==> config.mk <==
export PLATFORM = sky130hd
export DESIGN_NAME = fd_field_detect
export DESIGN_NICKNAME = d
export VERILOG_FILES = /design/src/rtl/fd_pkg.sv /design/src/rtl/fd_sync_edge.sv /design/src/rtl/fd_interval.sv /design/src/rtl/fd_field_cmp.sv /design/src/rtl/fd_field_detect.sv
export SDC_FILE = /design/constraint.sdc
export NUM_CORES = 1
export LEC_CHECK = 0
export BUFFER_PORTS_ARGS = -buffer_cell sky130_fd_sc_hd__buf_2
export CORE_MARGIN = 2
export CORE_UTILIZATION = 40
export CTS_BUF_LIST = sky130_fd_sc_hd__clkbuf_4
export DETAILED_ROUTE_END_ITERATION = 10
export GPL_ROUTABILITY_DRIVEN = 0
export HOLD_SLACK_MARGIN = 0.02
export PLACE_DENSITY = 0.6
export SYNTH_ARGS = -nofsm -noshare
export SYNTH_HDL_FRONTEND = slang
export SYNTH_SLANG_ARGS = --single-unit
==> constraint.sdc <==
create_clock -name clk_i -period 3.4 [get_ports clk_i]
set_input_delay 0.51 -clock clk_i [delete_from_list [all_inputs] [get_ports clk_i]]
set_output_delay 0.51 -clock clk_i [all_outputs]
set_load 0.05 [all_outputs]
==> src/rtl/fd_pkg.sv <==
package fd_pkg;
  localparam int REG_W        = 8;
  localparam int HS_POL_BIT   = 0;
  localparam int VS_POL_BIT   = 1;
  localparam int LINE_SEL_BIT = 2;
  localparam int FIELD_BIT    = 7;
  localparam int N_SYNC       = 2;

  typedef enum int unsigned {
    SYNC_H = 0,
    SYNC_V = 1
  } sync_idx_e;

  typedef struct packed {
    logic line_sel;
    logic vs_neg;
    logic hs_neg;
  } fd_ctrl_t;
endpackage

==> src/rtl/fd_sync_edge.sv <==
module fd_sync_edge (
  input  logic clk_i,
  input  logic rst_ni,
  input  logic raw_i,
  input  logic neg_i,
  output logic act_o
);
  logic s1_q, s2_q, lvl_d_q;
  logic lvl;

  assign lvl = s2_q ^ neg_i;

  always_ff @(posedge clk_i or negedge rst_ni) begin
    if (!rst_ni) begin
      s1_q    <= 1'b0;
      s2_q    <= 1'b0;
      lvl_d_q <= 1'b0;
    end else begin
      s1_q    <= raw_i;
      s2_q    <= s1_q;
      lvl_d_q <= lvl;
    end
  end

  assign act_o = lvl & ~lvl_d_q;
endmodule

==> src/rtl/fd_interval.sv <==
module fd_interval #(
  parameter int CNT_W = 12
) (
  input  logic             clk_i,
  input  logic             rst_ni,
  input  logic             h_act_i,
  output logic [CNT_W-1:0] cnt_o
);
  localparam logic [CNT_W-1:0] CNT_MAX = {CNT_W{1'b1}};

  always_ff @(posedge clk_i or negedge rst_ni) begin
    if (!rst_ni)               cnt_o <= '0;
    else if (h_act_i)          cnt_o <= '0;
    else if (cnt_o != CNT_MAX) cnt_o <= cnt_o + 1'b1;
  end
endmodule

==> src/rtl/fd_field_cmp.sv <==
module fd_field_cmp #(
  parameter int CNT_W = 12
) (
  input  logic             clk_i,
  input  logic             rst_ni,
  input  logic             v_act_i,
  input  logic [CNT_W-1:0] cnt_i,
  output logic             field_odd_o
);
  logic [CNT_W-1:0] ref_q;
  logic             ref_vld_q;

  always_ff @(posedge clk_i or negedge rst_ni) begin
    if (!rst_ni) begin
      ref_q       <= '0;
      ref_vld_q   <= 1'b0;
      field_odd_o <= 1'b1;
    end else if (v_act_i) begin
      ref_q     <= cnt_i;
      ref_vld_q <= 1'b1;
      // first field only seeds the reference
      if (ref_vld_q) begin
        if (cnt_i > ref_q)      field_odd_o <= 1'b0;
        else if (cnt_i < ref_q) field_odd_o <= 1'b1;
      end
    end
  end
endmodule

==> src/rtl/fd_field_detect.sv <==
module fd_field_detect
  import fd_pkg::*;
#(
  parameter int CNT_W = 12
) (
  input  logic             clk_i,
  input  logic             rst_ni,
  input  logic             hsync_i,
  input  logic             vsync_i,
  input  logic             reg_we_i,
  input  logic [REG_W-1:0] reg_wdata_i,
  output logic [REG_W-1:0] reg_rdata_o,
  output logic             field_odd_o,
  output logic             dot_line_o
);
  fd_ctrl_t         ctrl_q;
  logic [N_SYNC-1:0] raw, neg, act;
  logic             h_act, v_act;
  logic [CNT_W-1:0] cnt_q;

  always_ff @(posedge clk_i or negedge rst_ni) begin
    if (!rst_ni) begin
      ctrl_q <= '0;
    end else if (reg_we_i) begin
      ctrl_q.hs_neg   <= reg_wdata_i[HS_POL_BIT];
      ctrl_q.vs_neg   <= reg_wdata_i[VS_POL_BIT];
      ctrl_q.line_sel <= reg_wdata_i[LINE_SEL_BIT];
    end
  end

  assign raw[SYNC_H] = hsync_i;
  assign raw[SYNC_V] = vsync_i;
  assign neg[SYNC_H] = ctrl_q.hs_neg;
  assign neg[SYNC_V] = ctrl_q.vs_neg;

  for (genvar g = 0; g < N_SYNC; g++) begin : g_sync
    fd_sync_edge i_edge (
      .clk_i (clk_i),
      .rst_ni(rst_ni),
      .raw_i (raw[g]),
      .neg_i (neg[g]),
      .act_o (act[g])
    );
  end

  assign h_act = act[SYNC_H];
  assign v_act = act[SYNC_V];

  fd_interval #(.CNT_W(CNT_W)) i_interval (
    .clk_i  (clk_i),
    .rst_ni (rst_ni),
    .h_act_i(h_act),
    .cnt_o  (cnt_q)
  );

  fd_field_cmp #(.CNT_W(CNT_W)) i_cmp (
    .clk_i      (clk_i),
    .rst_ni     (rst_ni),
    .v_act_i    (v_act),
    .cnt_i      (cnt_q),
    .field_odd_o(field_odd_o)
  );

  assign dot_line_o = field_odd_o ^ ctrl_q.line_sel;

  always_comb begin
    reg_rdata_o               = '0;
    reg_rdata_o[HS_POL_BIT]   = ctrl_q.hs_neg;
    reg_rdata_o[VS_POL_BIT]   = ctrl_q.vs_neg;
    reg_rdata_o[LINE_SEL_BIT] = ctrl_q.line_sel;
    reg_rdata_o[FIELD_BIT]    = field_odd_o;
  end
endmodule

Yosys cells after proc, flatten, opt, wreduce, memory -nomap -nowiden --
Index checks and enable logic that the tools add are counted.
Word-level totals: bits in registers 35, bits in latches 0, bits in writable memories 0, ROM bits 0, input port bits 13, output and inout bits 10, logic and storage cells 31, memories 0
Operators by class: add/subtract/negate cells 1, multiply operators 0, div/mod/pow operators 0, magnitude comparators 2, eq/ne operators 1, shift operators 0, mux-type cells 4, bitwise operators 7, reduce and logical (&&, ||, !) cells 3
Operators by type and width (count):
- 12-bit two-way mux | 2
- 12-bit by 1-bit adder with 12-bit output (second input constant) | 1
- 12-bit greater-than comparator | 1
- 12-bit < comparator | 1
- 12-bit != test (second input constant) | 1
- 2-bit nonzero test | 2
- 3-bit AND reduction | 1
- 1-bit bitwise XOR | 3
- 1-bit AND | 2
- 1-bit two-way mux | 2
- 1-bit inverter | 2

Depth between registers and ports, before layout --
Gate-level depths: netlist of the first run.
depth after elaboration 3, mapped depth 6

Hierarchy --
From an unflattened synthesis of the first run, not the netlist that was laid out.
Unflattened totals: cell total of the unflattened synthesis 171, area total of the unflattened synthesis 1800.5 sq um
Modules (own cells, without submodules):
- fd_field_cmp | times used 1, cells each 83, area an instance 808.3 sq um, sequential area each 351.6 sq um
- fd_interval | times used 1, cells each 65, area an instance 648.1 sq um, sequential area each 300.3 sq um
- fd_sync_edge | times used 2, cells each 5, area an instance 92.6 sq um, sequential area each 75.1 sq um
- fd_field_detect | times used 1, cells each 13, area an instance 158.9 sq um, sequential area each 75.1 sq um

Worst setup path before layout of the first run --
No wires, ideal clock.
path kind reg2out, start reg i_cmp.field_odd_o, end out dot_line_o, data arrival time 1.503 ns, path slack 1.387 ns, stages on the path, launching flop included 2, buffers on the path 0, cells stage by stage dfstp_2 > xor2_1
Between the ends: cells in the longest elaborated chain, start to end 1
Ends and longest elaborated chain:
- start: declaration | line fd_field_cmp.sv:8 | output logic field_odd_o
- start signal: assignment | line fd_field_cmp.sv:17 | field_odd_o <= 1'b1;
- start signal: assignment | line fd_field_cmp.sv:23 | if (cnt_i > ref_q) field_odd_o <= 1'b0;
- start signal: assignment | line fd_field_cmp.sv:24 | else if (cnt_i < ref_q) field_odd_o <= 1'b1;
- 1-bit bitwise XOR | line fd_field_detect.sv:64 | assign dot_line_o = field_odd_o ^ ctrl_q.line_sel;
- end: declaration | line fd_field_detect.sv:14 | output logic dot_line_o
No other way between the ends.

Worst setup path in the final report of the first run --
Ends and elaborated chain as after synthesis.

==> results of run 1 <==
## area by class of cell
| type | instances | share of cell area [%] |
|---|---|---|
| repair buffers | 14 | 3.788 |
| multi-input cells | 119 | 41.54 |
| inverters | 14 | 2.743 |
| well taps | 52 | 3.396 |
| clock inverters | 3 | 0.7838 |
| clock buffers | 5 | 1.960 |
| flip-flops and latches | 35 | 45.79 |
## through the flow
stage / total power, mW / utilization [%] / instance area [um^2]
floorplan: 0.8479 / - / 1822
detailed placement: 0.9209 / 42.79 / 1863
finish: 1.123 / 43.99 / 1916
CTS: 1.141 / 43.99 / 1916
global placement: 0.9048 / 42.79 / 1863
global route: 1.211 / 43.99 / 1916
## sequential cells by signal, summed over array words and instances (netlist names)
signal                 flops
i_cmp.ref_q               12
i_cmp.ref_vld_q            1
g_sync.i_edge.s2_q         2
i_cmp.field_odd_o          1
reg_rdata_o                3
i_interval.cnt_o          12
g_sync.i_edge.lvl_d_q      2
g_sync.i_edge.s1_q         2
## kinds of logic after synthesis
| kind of cell | after synthesis | share of synthesized area [%] |
|---|---|---|
| AND/OR/NAND/NOR | 55 | 15.41 |
| AO/OA/AOI/OAI | 35 | 12.16 |
| flip-flops | 35 | 48.45 |
| buffers and inverters | 26 | 8.224 |
| adder cells (fa/ha/maj) | 13 | 8.984 |
| XOR/XNOR | 6 | 2.903 |
| multiplexers | 6 | 3.663 |
| other | 1 | 0.2071 |
## Yosys cell counts (all sizes together)
cell type	n
and3	1
a311oi	1
nor2b	4
dfrtp	34
nand2	17
nor3b	1
xor2	2
mux2	5
dfstp	1
o311a	1
a211oi	1
nor4	2
o21ai	12
conb	1
nand4	5
o211ai	3
o21a	1
a41oi	1
buf	10
inv	14
or3	1
o21bai	1
a31oi	3
clkbuf	2
mux2i	1
and2	3
xnor2	4
o41a	1
a211o	1
ha	13
and2b	1
nand3	4
o2111ai	1
a21oi	8
nor2	10
and4	2
nor3	3
or2	1
## power by group
part           total [mW]  switching [mW]  internal (mW)  leakage, nW
Combinational       0.368           0.237          0.132        0.389
Sequential          0.541          0.0598          0.481        0.450
Clock               0.214           0.137         0.0770       0.0347
Total                1.12           0.434          0.690        0.874
## worst max-delay path by stage
stage / end / slack (ns)
4_1_cts: dot_line_o / 1.53
3_5_place_dp: i_interval.cnt_o[5] / 1.65
3_3_place_gp: i_interval.cnt_o[5] / 1.68
2_1_floorplan: dot_line_o / 1.39
6_report: dot_line_o / 1.56
5_1_grt: dot_line_o / 1.45
## per-layer routing
layer	up-vias	share of wire, %	global-route usage, %
met2	33	47	23.35
met4	0	0.73	5.031
met3	2	5.1	3.376
met5	-	0	0
met1	639	47	17.97
li1	631	-	-
==> out/results.txt, run 1 <==
Outcome -> complete, no violations
Most frequent cells in the layout -> 34 x dfrtp_1, 17 x nand2_1, 14 x inv_1
Drt pass-1 iters -> 4
Post-detail-place hpwl -> 2327 um
Syn avg cell area -> 10.23 um^2
GRT Total Usage -> 14.07%
Largest cells by area after synthesis -> dfrtp_1 47%, ha_1 9.0%, nand2_1 3.5%
ANT cells -> 0
R2r endpoint -> i_interval.cnt_o[5]
Cells after DPL -> 234
GRT overflow -> 0
Worst-margin pin slew -> 0.7559 ns
Syn. warnings -> 0
Largest net degree at the start of global routing -> 36
Antenna-violating nets left -> 0
Worst-Skew Late Latency -> 0.33 ns
# IOs -> 23
Post-CTS Setup Inserts -> 0
Startpoint types -> flop
Setup Crit Path Kind -> flop to output pin
Maximum operating frequency -> 0.5423 GHz
Crit path buffers/inverters -> 1
Final slew viol count -> 0
Max H-tree Level -> 2
Pre-CTS worst setup slack -> 1.647 ns
Pleak -> 0.8740 nW
Worst R2R Path Depth -> 5
Sequential Area -> 877.1 um^2
Die Area -> 0.005080 mm^2
Post_cts resized -> 0
Hold_buf cts -> 0
Vias in the first global route -> 1273
Area taken by multi-input logic gates -> 795.8 um^2
Pwr per Cell Area -> 586.5 mW/mm^2
Max-cap violation count -> 0
CP max-delay cell -> dfstp_2
Vias -> 1305
Share of layout cells above drive strength 1 -> 15.79%
Register area share after synthesis -> 48.45%
Worst VDD drop -> 0.4500 mV
R2R setup slack -> 1.64 ns
Post-synth cell types -> 44
Deepest clock path buffer count -> 2
Min cycle time layout -> 1.844 ns
Fillers -> 412
Chip height -> 71.28 um
Synth top area share -> 46.99%
Max Clock Skew -> 0.01252 ns
Core area -> 0.004354 mm^2
Vias per Instance -> 5.393
Initial DRC count -> 76
Clk Tree Root Cell -> clkbuf_4
Critical-path cell list -> xor2_1 > buf_2
Antenna violations before repair -> 0
Commonest non-fill, non-tap cell in the layout -> dfrtp_1
Worst-path fanout max -> 5
Worst relative slew slack -> 49.61%
Core Rows -> 24
Critical Path AT -> 1.33 ns
Post-synth design cell area -> 0.001810 mm^2
Worst Setup SP -> i_cmp.field_odd_o
Drt total wl -> 3157 um
DRC Markers -> 0
Hold_ws -> 0.2335 ns
Endpoint class of the critical path -> output pin
Setup TNS -> 0 ns
Total clock sinks -> 35
RSZ-0062 raised after global routing -> no
Num CTS Buffers -> 5
Non-Filler Instances -> 242
Synth area leader -> dfrtp_1
Post-DR wirelength/cell -> 13.05 um
Crit path max-delay family -> flip-flops
Hold Path Class -> input port to asynchronous set/reset pin
First-pass GRT wire length -> 5651 um
Clock transition at path regs -> 0.11 ns
Initial core utilization -> 41.58%
CTS tree -> built
Worst r2r src -> i_interval.cnt_o[0]
CP max stage delay -> 0.60 ns
Worst setup margin -> 1.556 ns
Period utilization -> 54.23%
Cells after Synth -> 177
Synth Register Bits -> 35
PortBufs -> 13
Worst EP required -> 2.89 ns
Die Wd -> 71.28 um
Instance count on the critical path -> 2
Final #Nets -> 215
Final-report setup violation count -> 0
Hold Fails Final Rpt -> 0
P&R area growth vs syn -> 5.805%
No activity file was read; power rests on OpenSTA's default activity.
==> run 2: changes to the inputs <==
==> constraint.sdc (replaced) <==
create_clock -name clk_i -period 1.8 [get_ports clk_i]
set_input_delay 0.27 -clock clk_i [delete_from_list [all_inputs] [get_ports clk_i]]
set_output_delay 0.27 -clock clk_i [all_outputs]
set_load 0.05 [all_outputs]
==> run 2 against run 1 <==
Wire length is 3.5% higher. First-iteration DRC count fell by 61%. Global-route usage up 0.26 points. Combinational power grew 110%. Final cell count up 5.4%. Register-to-register slack got worse by 1.5 ns. Critical path type is now flop to flop.
==> out/results.txt, run 2 (synthesis gave the netlist of run 1 again) <==
Core area -> 0.004354 mm^2 (unchanged)
Post_cts resized -> 0 (unchanged)
Setup Crit Path Kind -> flop to flop (was flop to output pin)
Most frequent cells in the layout -> 34 x dfrtp_1, 17 x nand2_1, 14 x inv_1 (unchanged)
PortBufs -> 13 (unchanged)
Critical Path AT -> 1.91 ns (was 1.33 ns)
ANT cells -> 0 (unchanged)
Post-detail-place hpwl -> 2475 um (was 2327 um)
Max-cap violation count -> 0 (unchanged)
Hold_ws -> 0.1504 ns (was 0.2335 ns)
Pleak -> 0.9573 nW (was 0.8740 nW)
Final-report setup violation count -> 0 (unchanged)
R2R setup slack -> 0.13 ns (was 1.64 ns)
Startpoint types -> flop (unchanged)
Vias per Instance -> 5.184 (was 5.393)
Vias -> 1322 (was 1305)
Commonest non-fill, non-tap cell in the layout -> dfrtp_1 (unchanged)
Post-route design area -> 0.002073 mm^2 (was 0.001916 mm^2)
Maximum operating frequency -> 0.5994 GHz
Post-CTS Setup Inserts -> 0 (unchanged)
Largest net degree at the start of global routing -> 36 (unchanged)
Hold Fails Final Rpt -> 0 (unchanged)
Non-Filler Instances -> 255 (was 242)
GRT overflow -> 0 (unchanged)
# IOs -> 23 (unchanged)
P&R area growth vs syn -> 14.51% (was 5.805%)
Post-DR wirelength/cell -> 12.81 um (was 13.05 um)
Final #Nets -> 228 (was 215)
Chip height -> 71.28 um (unchanged)
Period utilization -> 92.68%
Core Rows -> 24 (unchanged)
Deepest clock path buffer count -> 2 (unchanged)
Die Area -> 0.005080 mm^2 (unchanged)
Setup TNS -> 0 ns (unchanged)
Worst relative slew slack -> 49.38% (was 49.61%)
DRC Markers -> 0 (unchanged)
DP Area -> 0.001938 mm^2 (was 0.001863 mm^2)
Die Wd -> 71.28 um (unchanged)
Endpoint class of the critical path -> flop (was output pin)
Antenna violations before repair -> 0 (unchanged)
Initial DRC count -> 30 (was 76)
Max Clock Skew -> 0.003676 ns (was 0.01252 ns)
Worst-margin pin slew -> 0.7593 ns (was 0.7559 ns)
Total clock sinks -> 35 (unchanged)
Worst VDD drop -> 0.8589 mV (was 0.4500 mV)
Num CTS Buffers -> 5 (unchanged)
Share of layout cells above drive strength 1 -> 19.70% (was 15.79%)
Max H-tree Level -> 2 (unchanged)
Worst EP required -> 2.04 ns (was 2.89 ns)
Initial core utilization -> 41.58% (unchanged)
GRT Total Usage -> 14.33% (was 14.07%)
Worst-path fanout max -> 5 (unchanged)
Outcome -> complete, no violations (unchanged)
Worst-Skew Late Latency -> 0.35 ns (was 0.33 ns)
Vias in the first global route -> 1294 (was 1273)
Hold Path Class -> input port to flop (was input port to asynchronous set/reset pin)
Clock transition at path regs -> 0.11 ns (about the same)
First-pass GRT wire length -> 5616 um (was 5651 um)
Min cycle time layout -> 1.668 ns
Final slew viol count -> 0 (unchanged)
Drt pass-1 iters -> 4 (unchanged)
RSZ-0062 raised after global routing -> no (unchanged)
Drt total wl -> 3267 um (was 3157 um)
Cells after DPL -> 244 (was 234)
Antenna-violating nets left -> 0 (unchanged)
Clk Tree Root Cell -> clkbuf_4 (unchanged)
CTS tree -> built (unchanged)
Pwr per Cell Area -> 1197 mW/mm^2 (was 586.5 mW/mm^2)
[run 2: area by class of cell]
| cell class | instances | area [um^2] |
|---|---|---|
| inverter | 14 | 52.55 |
| clock inverter | 2 | 60.06 |
| clock buffer | 6 | 45.04 |
| fill | 399 | 2281 |
| sequential | 35 | 877.1 |
| timing repair buffer | 27 | 177.7 |
| tap | 52 | 65.06 |
| multi-input combinational | 119 | 795.8 |
[run 2: power breakdown]
group          internal [mW]  leakage, nW  switching (mW)
logic                  0.286        0.452           0.480
clock network          0.448       0.0559           0.270
registers              0.909        0.450          0.0875
[run 2: path summary, 6_finish.rpt]
path | startpoint | endpoint | cells after the start
setup / recovery | i_interval.cnt_o[1] | i_interval.cnt_o[5] | 5
hold / removal | reg_wdata_i[0] | reg_rdata_o[0] | 2
setup reg to reg | i_interval.cnt_o[1] | i_interval.cnt_o[5] | 5
hold reg to reg | g_sync[0].i_edge.s1_q | g_sync[0].i_edge.s2_q | 0
max in group asynchronous | rst_ni | reg_rdata_o[0] | 2
min in group asynchronous | rst_ni | i_cmp.ref_q[4] | 2
[run 2: through the flow]
step / worst slack [ns] / power (mW) / utilization [%]
2_1_floorplan: 0.02732 / 1.602 / -
3_3_place_gp: 0.1575 / 1.745 / 44.51
3_5_place_dp: 0.1533 / 1.775 / 44.51
4_1_cts: 0.1229 / 2.507 / 47.61
5_1_grt: 0.07288 / 2.642 / 47.61
6_report: 0.1318 / 2.481 / 47.61
[run 2: critical path, cell delays in order, from the launching register on]
cell	delay [ns]
dfrtp_1	0.42
ha_1	0.20
nand2_1	0.08
o41a_1	0.45
nand3_1	0.10
mux2_1	0.31
[run 2: repair_timing]
| action | 4_1_cts | 5_1_grt |
|---|---|---|
| hold buffers | 3 | 0 |
| hold endpoints to repair | 36 | 0 |
| setup endpoints to repair | 0 | 0 |
[run 2: per-layer routing]
| metal | GRT usage (%) | routed length [um] | vias to the layer above |
|---|---|---|---|
| li1 | - | - | 660 |
| met1 | 17.76 | 1522 | 632 |
| met2 | 23.25 | 1561 | 22 |
| met3 | 3.376 | 108 | 8 |
| met4 | 7.547 | 74 | 0 |
| met5 | 0 | 0 | - |
